`src/rtl/regpair_pkg.sv`:
```
package regpair_pkg;

  typedef enum logic [2:0] {
    CMD_IDLE  = 3'd0,
    CMD_WRB   = 3'd1,
    CMD_LOADW = 3'd2,
    CMD_INCW  = 3'd3,
    CMD_DECW  = 3'd4,
    CMD_SWAP  = 3'd5,
    CMD_HLSP  = 3'd6,
    CMD_ADDW  = 3'd7
  } cmd_e;

  typedef enum logic [1:0] {
    PAIR_BC = 2'd0,
    PAIR_DE = 2'd1,
    PAIR_HL = 2'd2,
    PAIR_SP = 2'd3
  } pair_e;

  localparam int NUM_BYTES = 6;

  typedef struct packed {
    logic       wrByte;
    logic       ldPair;
    logic       incPair;
    logic       decPair;
    logic       swapDeHl;
    logic       hlToSp;
    logic       addPair;
    pair_e      pairSel;
    logic [2:0] regSel;
  } strobe_t;

endpackage

```
`src/rtl/regpair_ctrl.sv`:
```
module regpair_ctrl
  import regpair_pkg::*;
(
  input  logic       clk,
  input  logic       rstN,
  input  logic [2:0] cmd,
  input  logic [1:0] pairSel,
  input  logic [2:0] regSel,
  output strobe_t    stb
);

  cmd_e cmdCode;
  assign cmdCode = cmd_e'(cmd);

  always_comb begin
    stb         = '0;
    stb.pairSel = pair_e'(pairSel);
    stb.regSel  = regSel;
    case (cmdCode)
      CMD_WRB:   stb.wrByte   = 1'b1;
      CMD_LOADW: stb.ldPair   = 1'b1;
      CMD_INCW:  stb.incPair  = 1'b1;
      CMD_DECW:  stb.decPair  = 1'b1;
      CMD_SWAP:  stb.swapDeHl = 1'b1;
      CMD_HLSP:  stb.hlToSp   = 1'b1;
      CMD_ADDW:  stb.addPair  = 1'b1;
      default:   ;
    endcase
  end

  // at most one operation strobe per cycle
  assert_onehot_strobe_R9: assert property (@(posedge clk) disable iff (!rstN)
    $onehot0({stb.wrByte, stb.ldPair, stb.incPair, stb.decPair,
              stb.swapDeHl, stb.hlToSp, stb.addPair}));

endmodule

```
`src/rtl/regpair_dp.sv`:
```
module regpair_dp
  import regpair_pkg::*;
#(
  parameter int BYTE_W = 8,
  localparam int PAIR_W = 2 * BYTE_W
) (
  input  logic              clk,
  input  logic              rstN,
  input  strobe_t           stb,
  input  logic [BYTE_W-1:0] wrData,
  input  logic [PAIR_W-1:0] immData,
  input  logic              indirSel,
  output logic [BYTE_W-1:0] rdByte,
  output logic [PAIR_W-1:0] bcV,
  output logic [PAIR_W-1:0] deV,
  output logic [PAIR_W-1:0] hlV,
  output logic [PAIR_W-1:0] spQ,
  output logic [PAIR_W-1:0] indirAddr,
  output logic              carryQ
);

  // byte index: 0 B, 1 C, 2 D, 3 E, 4 H, 5 L
  logic [NUM_BYTES-1:0][BYTE_W-1:0] regQ, regD;
  logic [PAIR_W-1:0] spD;
  logic              carryD;
  logic [PAIR_W-1:0] opV;
  logic [PAIR_W-1:0] stepV;
  logic [PAIR_W:0]   sumV;

  assign bcV = {regQ[0], regQ[1]};
  assign deV = {regQ[2], regQ[3]};
  assign hlV = {regQ[4], regQ[5]};

  assign indirAddr = indirSel ? deV : bcV;
  assign rdByte    = (stb.regSel < 3'(NUM_BYTES)) ? regQ[stb.regSel] : '0;

  always_comb begin
    case (stb.pairSel)
      PAIR_BC: opV = bcV;
      PAIR_DE: opV = deV;
      PAIR_HL: opV = hlV;
      default: opV = spQ;
    endcase
  end

  // incrementer / decrementer path, independent of the add path
  always_comb begin
    if (stb.ldPair)       stepV = immData;
    else if (stb.incPair) stepV = opV + 1'b1;
    else                  stepV = opV - 1'b1;
  end

  assign sumV = {1'b0, hlV} + {1'b0, opV};

  always_comb begin
    regD   = regQ;
    spD    = spQ;
    carryD = 1'b0;
    if (stb.ldPair || stb.incPair || stb.decPair) begin
      case (stb.pairSel)
        PAIR_BC: {regD[0], regD[1]} = stepV;
        PAIR_DE: {regD[2], regD[3]} = stepV;
        PAIR_HL: {regD[4], regD[5]} = stepV;
        default: spD = stepV;
      endcase
    end
    if (stb.wrByte && (stb.regSel < 3'(NUM_BYTES))) begin
      regD[stb.regSel] = wrData;
    end
    if (stb.swapDeHl) begin
      {regD[2], regD[3]} = hlV;
      {regD[4], regD[5]} = deV;
    end
    if (stb.hlToSp) begin
      spD = hlV;
    end
    if (stb.addPair) begin
      {regD[4], regD[5]} = sumV[PAIR_W-1:0];
      carryD = sumV[PAIR_W];
    end
  end

  always_ff @(posedge clk or negedge rstN) begin
    if (!rstN) begin
      regQ   <= '0;
      spQ    <= '0;
      carryQ <= 1'b0;
    end else begin
      regQ   <= regD;
      spQ    <= spD;
      carryQ <= carryD;
    end
  end

  // swap exchanges DE and HL
  assert_swap_R6: assert property (@(posedge clk) disable iff (!rstN)
    stb.swapDeHl |=> (deV == $past(hlV)) && (hlV == $past(deV)));

  // BC decrement lowers the word by one
  assert_dec_bc_R4: assert property (@(posedge clk) disable iff (!rstN)
    (stb.decPair && stb.pairSel == PAIR_BC) |=> bcV == $past(bcV) - 1'b1);

  // stack pointer increment wraps from all ones to zero
  assert_sp_wrap_R4: assert property (@(posedge clk) disable iff (!rstN)
    (stb.incPair && stb.pairSel == PAIR_SP && spQ == '1) |=> spQ == '0);

  // HL doubled carries out its old top bit
  assert_double_carry_R5: assert property (@(posedge clk) disable iff (!rstN)
    (stb.addPair && stb.pairSel == PAIR_HL) |=> carryQ == $past(hlV[PAIR_W-1]));

  // no carry after any command other than word add
  assert_no_carry_R9: assert property (@(posedge clk) disable iff (!rstN)
    !stb.addPair |=> !carryQ);

  // copy loads SP from HL and keeps HL
  assert_hl_to_sp_R7: assert property (@(posedge clk) disable iff (!rstN)
    stb.hlToSp |=> (spQ == $past(hlV)) && $stable(hlV));

  // idle freezes all registers
  assert_idle_hold_R9: assert property (@(posedge clk) disable iff (!rstN)
    !(stb.wrByte || stb.ldPair || stb.incPair || stb.decPair ||
      stb.swapDeHl || stb.hlToSp || stb.addPair)
    |=> $stable(regQ) && $stable(spQ));

endmodule

```
`src/rtl/regpair_bank.sv`:
```
module regpair_bank
  import regpair_pkg::*;
#(
  parameter int BYTE_W = 8,
  localparam int PAIR_W = 2 * BYTE_W
) (
  input  logic              clk,
  input  logic              rstN,
  input  logic [2:0]        cmd,
  input  logic [1:0]        pairSel,
  input  logic [2:0]        regSel,
  input  logic [BYTE_W-1:0] wrData,
  input  logic [PAIR_W-1:0] immData,
  input  logic              indirSel,
  output logic [BYTE_W-1:0] rdByte,
  output logic [PAIR_W-1:0] bcOut,
  output logic [PAIR_W-1:0] deOut,
  output logic [PAIR_W-1:0] hlOut,
  output logic [PAIR_W-1:0] spOut,
  output logic [PAIR_W-1:0] memAddr,
  output logic [PAIR_W-1:0] indirAddr,
  output logic              carryOut
);

  strobe_t stb;

  regpair_ctrl ctrl_i (
    .clk     (clk),
    .rstN    (rstN),
    .cmd     (cmd),
    .pairSel (pairSel),
    .regSel  (regSel),
    .stb     (stb)
  );

  regpair_dp #(.BYTE_W(BYTE_W)) dp_i (
    .clk       (clk),
    .rstN      (rstN),
    .stb       (stb),
    .wrData    (wrData),
    .immData   (immData),
    .indirSel  (indirSel),
    .rdByte    (rdByte),
    .bcV       (bcOut),
    .deV       (deOut),
    .hlV       (hlOut),
    .spQ       (spOut),
    .indirAddr (indirAddr),
    .carryQ    (carryOut)
  );

  assign memAddr = hlOut;

endmodule

```
`config.mk`:
```
export PLATFORM = sky130hd
export DESIGN_NAME = regpair_bank
export DESIGN_NICKNAME = d
export VERILOG_FILES = /design/src/rtl/regpair_pkg.sv /design/src/rtl/regpair_ctrl.sv /design/src/rtl/regpair_dp.sv /design/src/rtl/regpair_bank.sv
export SDC_FILE = /design/constraint.sdc
export NUM_CORES = 1
export LEC_CHECK = 0
export BUFFER_PORTS_ARGS = -buffer_cell sky130_fd_sc_hd__buf_2
export CORE_MARGIN = 2
export CORE_UTILIZATION = 50
export DETAILED_ROUTE_END_ITERATION = 12
export GPL_ROUTABILITY_DRIVEN = 1
export GPL_TIMING_DRIVEN = 0
export PLACE_DENSITY = 0.78
export RECOVER_POWER = 25
export SETUP_SLACK_MARGIN = 0.4
export SLEW_MARGIN = 20
export SYNTH_ARGS = -nofsm -noshare
export SYNTH_HDL_FRONTEND = slang
export SYNTH_SLANG_ARGS = --single-unit
```
`constraint.sdc`:
```
create_clock -name clk -period 2.9 [get_ports clk]
set_input_delay 0.29 -clock clk [delete_from_list [all_inputs] [get_ports clk]]
set_output_delay 0.29 -clock clk [all_outputs]
set_load 0.01 [all_outputs]
```
# Word-level counts from Yosys, hierarchy flattened
# Index checks and enable logic that the tools add are counted.
[totals] input_bits=35 word_cells=60 register_bits=65
[classes] add_sub_neg=3 eq_ne=10 order_cmp=3 reduce_logical=8 muxes=28
[ops] op="$mux W16" n=10
[ops] op="$mux W48" n=2
[ops] op="$bwmux W48" n=1
[ops] op="$pmux W16 S3" n=1
[ops] op="$mux W32" n=1
[ops] op="$bmux W8 S3" n=1
[ops] op="$demux W8 S3" n=1
[ops] op="$mux W8" n=3
[ops] op="$add A16 B16 Y17" n=1
[ops] op="$add A16 B1 Y16 const B" n=1
[ops] op="$sub A16 B1 Y16 const B" n=1
[ops] op="$eq A3 B3 Y1 const B" n=4
[ops] op="$mux W1" n=8
[ops] op="$eq A3 B2 Y1 const B" n=2
[ops] op="$lt A3 B4 Y1 const B" n=1
[ops] op="$eq A3 B1 Y1 const B" n=1
[ops] op="$ge A3 B1 Y1 const B" n=1
[ops] op="$lt A3 B3 Y1 const B" n=1
[ops] op="$reduce_or A3 Y1" n=1
[ops] op="$eq A2 B1 Y1 const B" n=1
[ops] op="$eq A2 B2 Y1 const B" n=1
[ops] op="$logic_and A1 B1 Y1" n=2
[ops] op="$logic_not A2 Y1" n=1
[ops] op="$logic_or A1 B1 Y1" n=2
[ops] op="other kinds (3)" n=3

# Logic depth before layout (Yosys ltp)
# Gate-level depths: netlist (run 1).
[logic_depth] depth_word=11 ltp_mapped=13 mapped_depth_nobuf=12

# By module
# Synthesis (run 1) repeated with hierarchy kept, for this count alone.
[hier_totals] hier_cells=758 area_unflattened_um2=6232.2
[modules_own_cells] mod="regpair_dp" cells_per_inst=730 area_each_um2=6014.5 instances=1
[modules_own_cells] mod="regpair_bank" cells_per_inst=16 area_each_um2=120.1 instances=1
[modules_own_cells] mod="regpair_ctrl" cells_per_inst=12 area_each_um2=97.6 instances=1

# Worst setup path after synthesis (run 1)
# No wires, ideal clock.
[synth_timing] path_type="in2reg" start="in pairSel[0]" end="reg dp_i.regQ (netlist bit dp_i.hlV[12])" stages=12 slack_ns=-0.975 arrival_time_ns=3.798 n_path_buf=2 path_cell_list="clkbuf_1 -> buf_1 -> mux4_2 -> ha_1 -> nor2b_1 -> o31ai_1 -> a21oi_1 -> o211a_1 -> o21a_1 -> o31ai_1 -> o221ai_1 -> a21oi_1"
[synth_rtl] element="start, declared" line="regpair_bank.sv:10" source="input logic [1:0] pairSel,"
[synth_rtl] element="end signal, assigned" line="regpair_dp.sv:89" source="regQ <= regD;"
[synth_rtl] element="end, declared" line="regpair_dp.sv:23" source="logic [NUM_BYTES-1:0][BYTE_W-1:0] regQ, regD;"

==> results of run 1 <==
## per-layer routing
layer / wire, um / part of all wire (%) / GRT usage (%) / vias up
met5: 0 / 0 / 0 / -
met4: 1600 / 5.7 / 19.6 / 0
met3: 4100 / 15 / 12.5 / 141
met2: 12200 / 44 / 61.0 / 687
met1: 9910 / 36 / 52.6 / 3551
li1: - / - / - / 3188
## cells by family (layout without fill, tap and decap cells)
family	count (synthesis)	count (layout)	synth area share, %
simple gates	231	231	16.7
mux	63	63	14.3
compound gates	260	260	27.2
fa+ha+maj	32	32	6.80
buf+inv	74	290	5.61
flops	65	65	26.6
xor+xnor	19	19	2.72
## worst max-delay path by stage
stage	slack (ns)	endpoint	cells past startpoint
after floorplan	0.08	dp_i.hlV[12]	13
after global placement	-0.85	dp_i.deV[13]	13
after detailed placement	-0.85	dp_i.deV[13]	14
after CTS	-0.10	dp_i.hlV[15]	9
after global routing	-0.28	dp_i.hlV[9]	12
final	-0.29	dp_i.hlV[9]	12
## repair_timing
action | 4_1_cts | 5_1_grt
resized for setup | 127 | 73
pin swaps | 51 | 49
endpoints found under the setup margin | 58 | 58
setup buffers | 45 | 17
gates cloned | 0 | 0
endpoints found under the hold margin | 31 | 0
hold buffers | 1 | 0
## per-stage QoR
stage	cell area [um2]	std cells	setup WS [ns]
final	8750	1107	-0.285
after global routing	8750	1107	-0.279
after detailed placement	7200	1029	-0.854
after floorplan	6300	744	0.0813
after CTS	8330	1090	-0.101
after global placement	7170	1028	-0.851
## cell type report
type | instances | area (um2) | area share (%)
multi-input cells | 605 | 4970 | 56.7
flip-flops and latches | 65 | 1650 | 18.9
repair buffers | 201 | 1250 | 14.3
plain buffers | 61 | 369 | 4.22
clock buffers | 12 | 267 | 3.05
well taps | 147 | 184 | 2.10
inverters | 13 | 48.8 | 0.558
clock inverters | 3 | 15.0 | 0.172
## flip-flops by register name (all words and copies together), names as in the netlist
name,flops
dp_i.deV,16
dp_i.bcV,16
dp_i.carryQ,1
dp_i.hlV,16
dp_i.spQ,16
## worst register-to-register path, delay by kind of cell (launching register included)
kind,cells,cell delay (ns)
adders and majority gates,1,0.20
muxes,1,0.54
DFF,1,0.43
buffers and inverters,2,0.31
and+or+nand+nor,3,0.60
AOI/OAI and AO/OA,5,0.98
## placed cells by master, fill, tap and decap left out, types with 8 or more instances in the layout
master     netlist  routed
mux2_2          17      17
buf_2            1     137
nor3_1          16      13
nand2_1         75      67
xnor2_1         10       8
nand3_1         12      12
ha_1            30      15
buf_6            0      14
a211oi_2         1      13
o21ai_1          3      27
inv_1           13      11
ha_4             0      13
a21oi_2          0      12
o21ai_0         67      28
clkbuf_1        39      34
buf_4           17      64
dfrtp_1         65      43
mux2i_1         27      23
a21oi_1         65      50
a22oi_1         17      16
o21ai_2          0      14
a211oi_1        29      15
xor2_1           9       8
dfrtp_2          0      22
nor2_1          84      76
clkbuf_16        0      11
mux4_2          17      17
## power by group
group | switching [mW] | internal (mW)
sequential | 0.744 | 1.35
combinational | 4.72 | 4.08
clock | 0.408 | 0.639
==> metrics.txt, run 1 <==
Finish-stage setup viols 31; WL per Instance 25.1 um; Rows 40; CP Capture Type flop; largest net degree at the start of global routing 35; fin crit period 3.19 ns; final-layout fill cell count 867; actual slew at the worst max-slew pin 1.84 ns; Skew-Pair Late Insertion Delay 0.34 ns; r2r setup slk -0.29 ns; max frequency 314 MHz; maximum VDD drop 0.441 mV; Die Footprint 13100 um2; pwr dens 1360 nW/um2; startpoint types flop; antenna diode count 0; Synth top cells by count nor2_1, nand2_1, o21ai_0; worst r2r path cells 12; setup slack after layout -0.285 ns; Detailed Place HPWL 18400 um; total negative slack -3.74 ns; Avg Inst Size Synth 8.21 um2; Worst path slowest cell mux4_2; Die Span Y 115 um; Starting Density 51.1%; CP Max Fanout 7; Ports 140; total track usage 40.4%; register area share after synthesis 26.6%; PortBufs 137; die width 115 um; cell taking the most area after synthesis dfrtp_1; antenna violations before repair 0; synthesized area 6110 um2; CTS tree built; fraction of layout cells with a size suffix above 1 43.6%; Crit path required time 3.10 ns; Final Hold Viols 0; critical hold path startpoint wrData[0]; Final Wtd Congestion 1.02; Synthesis Warnings 0; first-pass detailed-route iteration total 6; most instantiated library cell after synthesis nor2_1; Layout area overhead 43.2%; Mapped Nets 811; root cell of the clock tree clkbuf_16; Power, Total 11.9 mW; DR vias 7567; Clock Skews 0.00822 ns; Async SR Flop Fraction 100%; Hold Worst Slack 0.285 ns; Hold Path Stages 3; Mapped Cells 744; Sink Count 65; total CTS buffers 9; vias in the first global route 6873; Vias/cell 6.84; RSZ-0062 raised after global routing yes; clock buffer depth 2; drt drc 0; #FFs+latches synth 65; Clk pin slew, worst setup/hold paths 0.06 ns; Tcrit/Tclk final 110%; max-slew violations 33; Layout Nets 1023; Min-Delay Endpoint dp_i.bcV[0]; remaining antenna violation count 0; H-tree Lvls 3; Max-slew headroom -22.7%; Core ar. 12000 um2; Hold WC Path Type primary input to flop; grt ovf 0; crit path buf inv count 2; R2R Path End dp_i.hlV[9]; distinct cell type count after synthesis 62; post-layout util 73.2%; Lkg Pwr 3.71 nW; max_cap viols 1; Crit Path Class flop to flop; total wire length 27800 um; Post-synth EDFFs 0; Critical Path Start dp_i.hlV[3]; Synth Flop Type dfrtp_1; max incr delay on CP 0.54 ns; Critical R2R Launch dp_i.hlV[3]; status finished with violations; Worst EP arrival 3.38 ns; CP top delay family compound AO/OA/AOI/OAI gates; top cells by area, synth dfrtp_1, mux4_2, ha_1; top cell type's share of synthesized area 26.6%; failing checks max-capacitance violations, max-slew violations, negative setup slack; first-pass GRT wire length 39500 um; initial DRC count 1376; worst-path cell chain mux4_2, ha_4, clkbuf_16, nor3_4, nor4_4, buf_4, a211oi_4, o21ai_1, or2_1, a31oi_4, a2111oi_4, o21bai_1
(Power assumes the default switching activity.)
==> inputs of run 2 (changes only) <==
==> constraint.sdc (replaced) <==
create_clock -name clk -period 2.64 [get_ports clk]
set_input_delay 0.264 -clock clk [delete_from_list [all_inputs] [get_ports clk]]
set_output_delay 0.264 -clock clk [all_outputs]
set_load 0.01 [all_outputs]
==> run 2 against run 1 <==
The flow finishes with violations (negative setup slack). Power up 13%. Utilization up 1.8 points. Register-to-register slack worse by 0.22 ns. Final area up 2.5%. Die area unchanged. Clock-buffer cell count down 2. Worst hold slack worse by 0.045 ns. Sequential power up 9%. Maximum frequency up 1.3%. Largest cell class unchanged. Largest power group unchanged. Highest routed layer unchanged.
==> metrics.txt, run 2 (synthesized netlist as in run 1, its figures left out) <==
max incr delay on CP 0.56 ns (+0.02 ns); Crit Path Class flop to flop; Ports 140 (unchanged); failing checks negative setup slack; Skew-Pair Late Insertion Delay 0.35 ns (about the same); antenna diode count 0 (unchanged); total negative slack -12.71 ns (-8.97 ns); first-pass GRT wire length 39900 um (+1.0%); Max-slew headroom 0.835% (+24 points); clock buffer depth 2 (unchanged); max-slew violations 0 (-100%); CP dominant cell by count buf_6; CTS tree built; status finished with violations; pre-CTS setup slack -1.09 ns (-0.236 ns); Starting Density 51.1% (unchanged); Die Footprint 13100 um2 (unchanged); Crit path depth 10 (-2); pwr dens 1510 nW/um2 (+11%); Hold Path Stages 3 (unchanged); drt drc 0 (unchanged); Sink Count 65 (unchanged); CP Max Fanout 4 (-3); Rows 40 (unchanged); Non-Filler Instances 1116 (+0.81%); fin crit period 3.14 ns (-0.0417 ns); total track usage 40.8% (+0.41 points); Detailed Place HPWL 18600 um (+0.99%); root cell of the clock tree clkbuf_16; actual slew at the worst max-slew pin 1.49 ns (-0.353 ns); CP Capture Type flop; Core ar. 12000 um2 (unchanged); fraction of layout cells with a size suffix above 1 48.1% (+4.4 points); die width 115 um (unchanged); Clock Skews 0.00784 ns (-0.000381 ns); max_cap viols 0 (-1); RSZ-0062 raised after global routing yes; total CTS buffers 9 (unchanged); max layer used met4; Power, Total 13.5 mW (+13%); Crit path required time 2.86 ns (-0.24 ns); initial DRC count 1081 (-21%); Final Wtd Congestion 0.996 (-2.0%); Hold Worst Slack 0.240 ns (-0.0449 ns); WL met2 12900 um (+6.0%); largest net degree at the start of global routing 40 (+14%); max frequency 318 MHz (+1.3%); Vias/cell 6.78 (-0.83%); Die Span Y 115 um (unchanged); Tcrit/Tclk final 119% (+9.2 points); Lkg Pwr 3.76 nW (+1.3%); CP top delay family compound AO/OA/AOI/OAI gates; DR vias 7565 (-0.026%); Hold WC Path Type primary input to flop; dpl cell area 7220 um2 (+0.26%); PortBufs 137 (unchanged); dpl cells 1029 (unchanged); startpoint types flop; Final Hold Viols 0 (unchanged); maximum VDD drop 0.575 mV (+30%); Layout Nets 1031 (+0.78%); design area 8970 um2 (+2.5%); Finish-stage setup viols 48 (+55%); grt ovf 0 (unchanged); commonest non-fill, non-tap cell in the layout buf_2; crit path buf inv count 2 (unchanged); vias in the first global route 6900 (+0.39%); antenna violations before repair 0 (unchanged); met3 WL 3870 um (-5.5%); worst r2r path cells 10 (-2); first-pass detailed-route iteration total 5 (-1); total wire length 28500 um (+2.5%); met1 WL 10300 um (+4.1%); WL per Instance 25.5 um (+1.7%); Worst path slowest cell mux4_2; Worst EP arrival 3.36 ns (-0.02 ns); H-tree Lvls 3 (unchanged); setup slack after layout -0.503 ns (-0.218 ns); Layout area overhead 46.8%; worst-path cell chain mux4_2, buf_6, buf_6, a2111o_1, a211oi_2, o21ai_1, or2_1, a31oi_4, a2111oi_2, o21bai_1; remaining antenna violation count 0 (unchanged); post-layout util 75.0% (+1.8 points); most frequent cells in the layout buf_2, nor2_1, nand2_1; Clk pin slew, worst setup/hold paths 0.06 ns (about the same)
-- run 2: cell types whose count changed in the layout (fill, tap and decap cells not counted), moves of 7 or more --
cell / before / now
a211oi_1: 15 / 3
buf_6: 14 / 22
clkbuf_2: 2 / 9
clkbuf_1: 34 / 27
a211oi_2: 13 / 26
dfrtp_1: 43 / 32
dfrtp_2: 22 / 33
-- run 2: repair_timing --
action,in CTS,in global routing
setup buffers,51,18
gates resized for setup,142,104
hold buffers,1,0
endpoints found under the hold margin,26,0
pin swaps,49,35
gates cloned,1,0
endpoints found under the setup margin,65,66
-- run 2: worst register-to-register path, stage by stage (launching register included) --
cell and delay (ns):
dfrtp_2 0.43, mux4_2 0.56, buf_6 0.16, buf_6 0.11
a2111o_1 0.49, a211oi_2 0.25, o21ai_1 0.10, or2_1 0.28
a31oi_4 0.33, a2111oi_2 0.13, o21bai_1 0.17
-- run 2: layout make-up --
cell class	count	area [um2]
Clock inverter	6	43.8
Inverter	13	48.8
Fill cell	871	3000
Multi-Input combinational cell	605	5070
Tap cell	147	184
Buffer	61	382
Sequential cell	65	1670
Clock buffer	10	239
Timing Repair Buffer	209	1330
-- run 2: final timing paths --
kind / from / end / slack (ns)
min in group asynchronous: rstN / dp_i.bcV[6] / 0.80
hold / removal: wrData[0] / dp_i.bcV[8] / 0.24
setup / recovery: dp_i.bcV[0] / dp_i.hlV[9] / -0.50
max in group asynchronous: rstN / dp_i.hlV[12] / 0.42
setup reg to reg: dp_i.bcV[0] / dp_i.hlV[9] / -0.50
hold reg to reg: dp_i.spQ[13] / dp_i.spQ[13] / 0.54
-- run 2: power by group --
part / internal, mW / leakage, nW / switching (mW) / total, mW
Clock: 0.661 / 0.127 / 0.502 / 1.16
Combinational: 4.69 / 2.90 / 5.40 / 10.1
Sequential: 1.50 / 0.735 / 0.777 / 2.27
Total: 6.85 / 3.76 / 6.68 / 13.5
-- run 2: metal layers --
metal | GRT usage, % | up-vias
met3 | 10.7 | 145
met4 | 18.3 | 0
met2 | 63.2 | 618
met1 | 53.7 | 3580
met5 | 0 | -
li1 | - | 3222
==> inputs of run 3 (changes only) <==
--- a/config.mk
+++ b/config.mk
@@ -7,14 +7,15 @@
 export LEC_CHECK = 0
 export BUFFER_PORTS_ARGS = -buffer_cell sky130_fd_sc_hd__buf_2
 export CORE_MARGIN = 2
-export CORE_UTILIZATION = 50
+export CORE_UTILIZATION = 51
 export DETAILED_ROUTE_END_ITERATION = 12
 export GPL_ROUTABILITY_DRIVEN = 1
 export GPL_TIMING_DRIVEN = 0
-export PLACE_DENSITY = 0.78
+export PLACE_DENSITY = 0.79
 export RECOVER_POWER = 25
 export SETUP_SLACK_MARGIN = 0.4
 export SLEW_MARGIN = 20
 export SYNTH_ARGS = -nofsm -noshare
 export SYNTH_HDL_FRONTEND = slang
+export SYNTH_HIERARCHICAL = 1
 export SYNTH_SLANG_ARGS = --single-unit
==> run 3 against run 2 <==
Die area about the same. Via count down 2.3%. First-iteration DRC count down 6.7%. The run ends with max-capacitance violations, max-slew violations, negative setup slack left. Highest routed layer unchanged.
==> metrics.txt, run 3 <==
die width 115 um (about the same); PortBufs 133 (-2.9%); failing checks max-capacitance violations, max-slew violations, negative setup slack; WL per Instance 23.3 um (-8.5%); clock buffer depth 2 (unchanged); CP Capture Type flop; cell taking the most area after synthesis dfrtp_1; Clock Skews 0.00668 ns (-0.00116 ns); Layout Nets 1037 (+0.58%); Die Footprint 13100 um2 (about the same); total negative slack -27.21 ns (-14.50 ns); root cell of the clock tree clkbuf_16; Async SR Flop Fraction 100% (unchanged); max-slew violations 32 (+32); Sink Count 65 (unchanged); initial DRC count 1009 (-6.7%); first-pass GRT wire length 37700 um (-5.4%); vias in the first global route 6841 (-0.86%); CTS tree built; pwr dens 1530 nW/um2 (+1.2%); first-pass detailed-route iteration total 7 (+2); grt ovf 0 (unchanged); commonest non-fill, non-tap cell in the layout buf_2; Clk pin slew, worst setup/hold paths 0.06 ns (about the same); P_sw 6.43 mW (-3.7%); Synth top cells by count nor2_1, a21oi_1, nand2_1; antenna violations before repair 0 (unchanged); Vias/cell 6.59 (-2.8%); max_cap viols 1 (+1); Starting Density 52.1% (+1.0 points); startpoint types flop; Min-Delay Endpoint dp_i/bcV[5]; drt drc 0 (unchanged); sequential power share 17.4% (+0.6 points); Ports 140 (unchanged); fin crit period 3.36 ns (+0.221 ns); most instantiated library cell after synthesis nor2_1; H-tree Lvls 3 (unchanged); clock power share 9.2% (+0.6 points); largest net degree at the start of global routing 36 (-10%); Core ar. 12000 um2 (unchanged); Max-slew headroom -17.3% (-18 points); design area 8870 um2 (-1.1%); R2R Path End dp_i/bcV[8]; Finish-stage setup viols 56 (+17%); top cell type's share of synthesized area 26.1% (-0.52 points); Worst EP arrival 3.60 ns (+0.24 ns); Mapped Nets 825 (+1.7%); most frequent cells in the layout buf_2, nor2_1, nand2_1; fraction of layout cells with a size suffix above 1 41.5% (-6.6 points); maximum VDD drop 0.627 mV (+9.2%); Post-synth EDFFs 0 (unchanged); max frequency 297 MHz (-6.6%); Crit Path Class flop to flop; CP Max Fanout 4 (unchanged); Detailed Place HPWL 17500 um (-5.9%); dpl cells 1039 (+0.97%); Crit path required time 2.87 ns (about the same); worst r2r path cells 14 (+4); distinct cell type count after synthesis 63 (+1.6%); Tcrit/Tclk final 127% (+8.4 points); Synth Flop Type dfrtp_1; sw frac 47.4% (-1.9 points); Non-Filler Instances 1122 (+0.54%); critical hold path startpoint wrData[5]; DR vias 7393 (-2.3%); total CTS buffers 9 (unchanged); synthesized area 6230 um2 (+2.0%); Hold Path Stages 3 (unchanged); setup slack after layout -0.724 ns (-0.221 ns); Mapped Cells 758 (+1.9%); #FFs+latches synth 65 (unchanged); Synthesis Warnings 6 (+6); Critical Path Start dp_i/hlV[0]; Die Span Y 115 um (about the same); r2r setup slk -0.72 ns (-0.22 ns); Skew-Pair Late Insertion Delay 0.34 ns (about the same); Layout area overhead 42.3%; RSZ-0062 raised after global routing yes; register area share after synthesis 26.1% (-0.52 points); logic gate share of total power 73.4% (-1.2 points); antenna diode count 0 (unchanged); total wire length 26200 um (-8.0%); Hold WC Path Type primary input to flop; total track usage 38.1% (-2.7 points); Lkg Pwr 3.82 nW (+1.8%); remaining antenna violation count 0 (unchanged); Rows 40 (unchanged); pre-CTS setup slack -1.23 ns (-0.141 ns); status finished with violations; actual slew at the worst max-slew pin 1.76 ns (+0.272 ns); final-layout fill cell count 869 (-0.23%); Final Hold Viols 0 (unchanged); Avg Inst Size Synth 8.22 um2 (+0.12%); top cells by area, synth dfrtp_1, mux2i_1, ha_1; dpl cell area 7240 um2 (+0.21%); Pint 7.12 mW (+4.0%); Critical R2R Launch dp_i/hlV[0]; Final Wtd Congestion 1.03 (+3.0%)
run 3: worst max-delay path by stage:
stage / to / slack, ns / depth (start not counted)
3_5_place_dp: dp_i/bcV[10] / -1.23 / 14
2_1_floorplan: dp_i/hlV[14] / -0.50 / 11
6_report: dp_i/bcV[8] / -0.72 / 14
4_1_cts: dp_i/hlV[14] / -0.63 / 11
5_1_grt: dp_i/bcV[8] / -0.85 / 14
3_3_place_gp: dp_i/bcV[10] / -1.25 / 14
run 3: what timing repair did:
item,CTS,global route
gates cloned,0,0
hold buffers,1,0
endpoints found under the hold margin,30,0
resized for setup,119,75
buffers inserted,49,17
pin swaps,43,41
setup endpoints to repair,73,66
run 3: power groups by stage:
stage	Combinational, mW	Sequential, mW	Clock, mW
2_1_floorplan	4.54	2.25	0
3_3_place_gp	6.49	2.38	0
3_5_place_dp	6.63	2.38	0
4_1_cts	8.61	2.26	1.25
5_1_grt	10.5	2.37	1.30
6_report	9.95	2.35	1.25
run 3: logic make-up after synthesis:
kind of cell | after synthesis | synth area share (%)
flops | 65 | 26.1
simple gates | 242 | 18.0
buf+inv | 83 | 6.28
compound gates | 244 | 24.8
fa+ha+maj | 32 | 6.67
xor+xnor | 21 | 2.95
mux | 71 | 15.2
run 3: layout make-up:
type / instances / area (um2) / area share (%)
multi-input combinational: 610 / 4950 / 55.8
buffer: 68 / 412 / 4.64
inverter: 15 / 60.1 / 0.677
tap: 147 / 184 / 2.07
clock inverter: 2 / 35.0 / 0.395
timing repair buffer: 201 / 1310 / 14.8
sequential: 65 / 1640 / 18.5
clock buffer: 14 / 274 / 3.09
run 3: stage by stage:
step,power [mW],hold WS (ns),utilization (%)
after detailed placement,9.01,0.237,60.5
final,13.6,0.277,74.2
after global routing,14.2,0.272,74.2
after floorplan,6.79,-0.0316,-
after global placement,8.86,0.585,60.3
after CTS,12.1,0.253,70.4
run 3: critical path, cell delays in order, from the launching register on:
cell and delay [ns]:
dfrtp_2 0.44, mux4_2 0.56, buf_4 0.18, buf_6 0.11, fa_2 0.34, a21o_1 0.22, a31oi_4 0.23, buf_6 0.14
o21bai_1 0.06, a21oi_1 0.24, xnor2_1 0.13, mux2i_2 0.17, buf_6 0.16, a211oi_2 0.07, a21o_1 0.20
run 3: routing by layer:
layer	global-route usage (%)	share of wire [%]	vias to the layer above
met3	9.11	13	123
met1	50.7	38	3498
met4	15.4	4.6	0
met5	0	0	-
li1	-	-	3210
met2	59.8	45	562
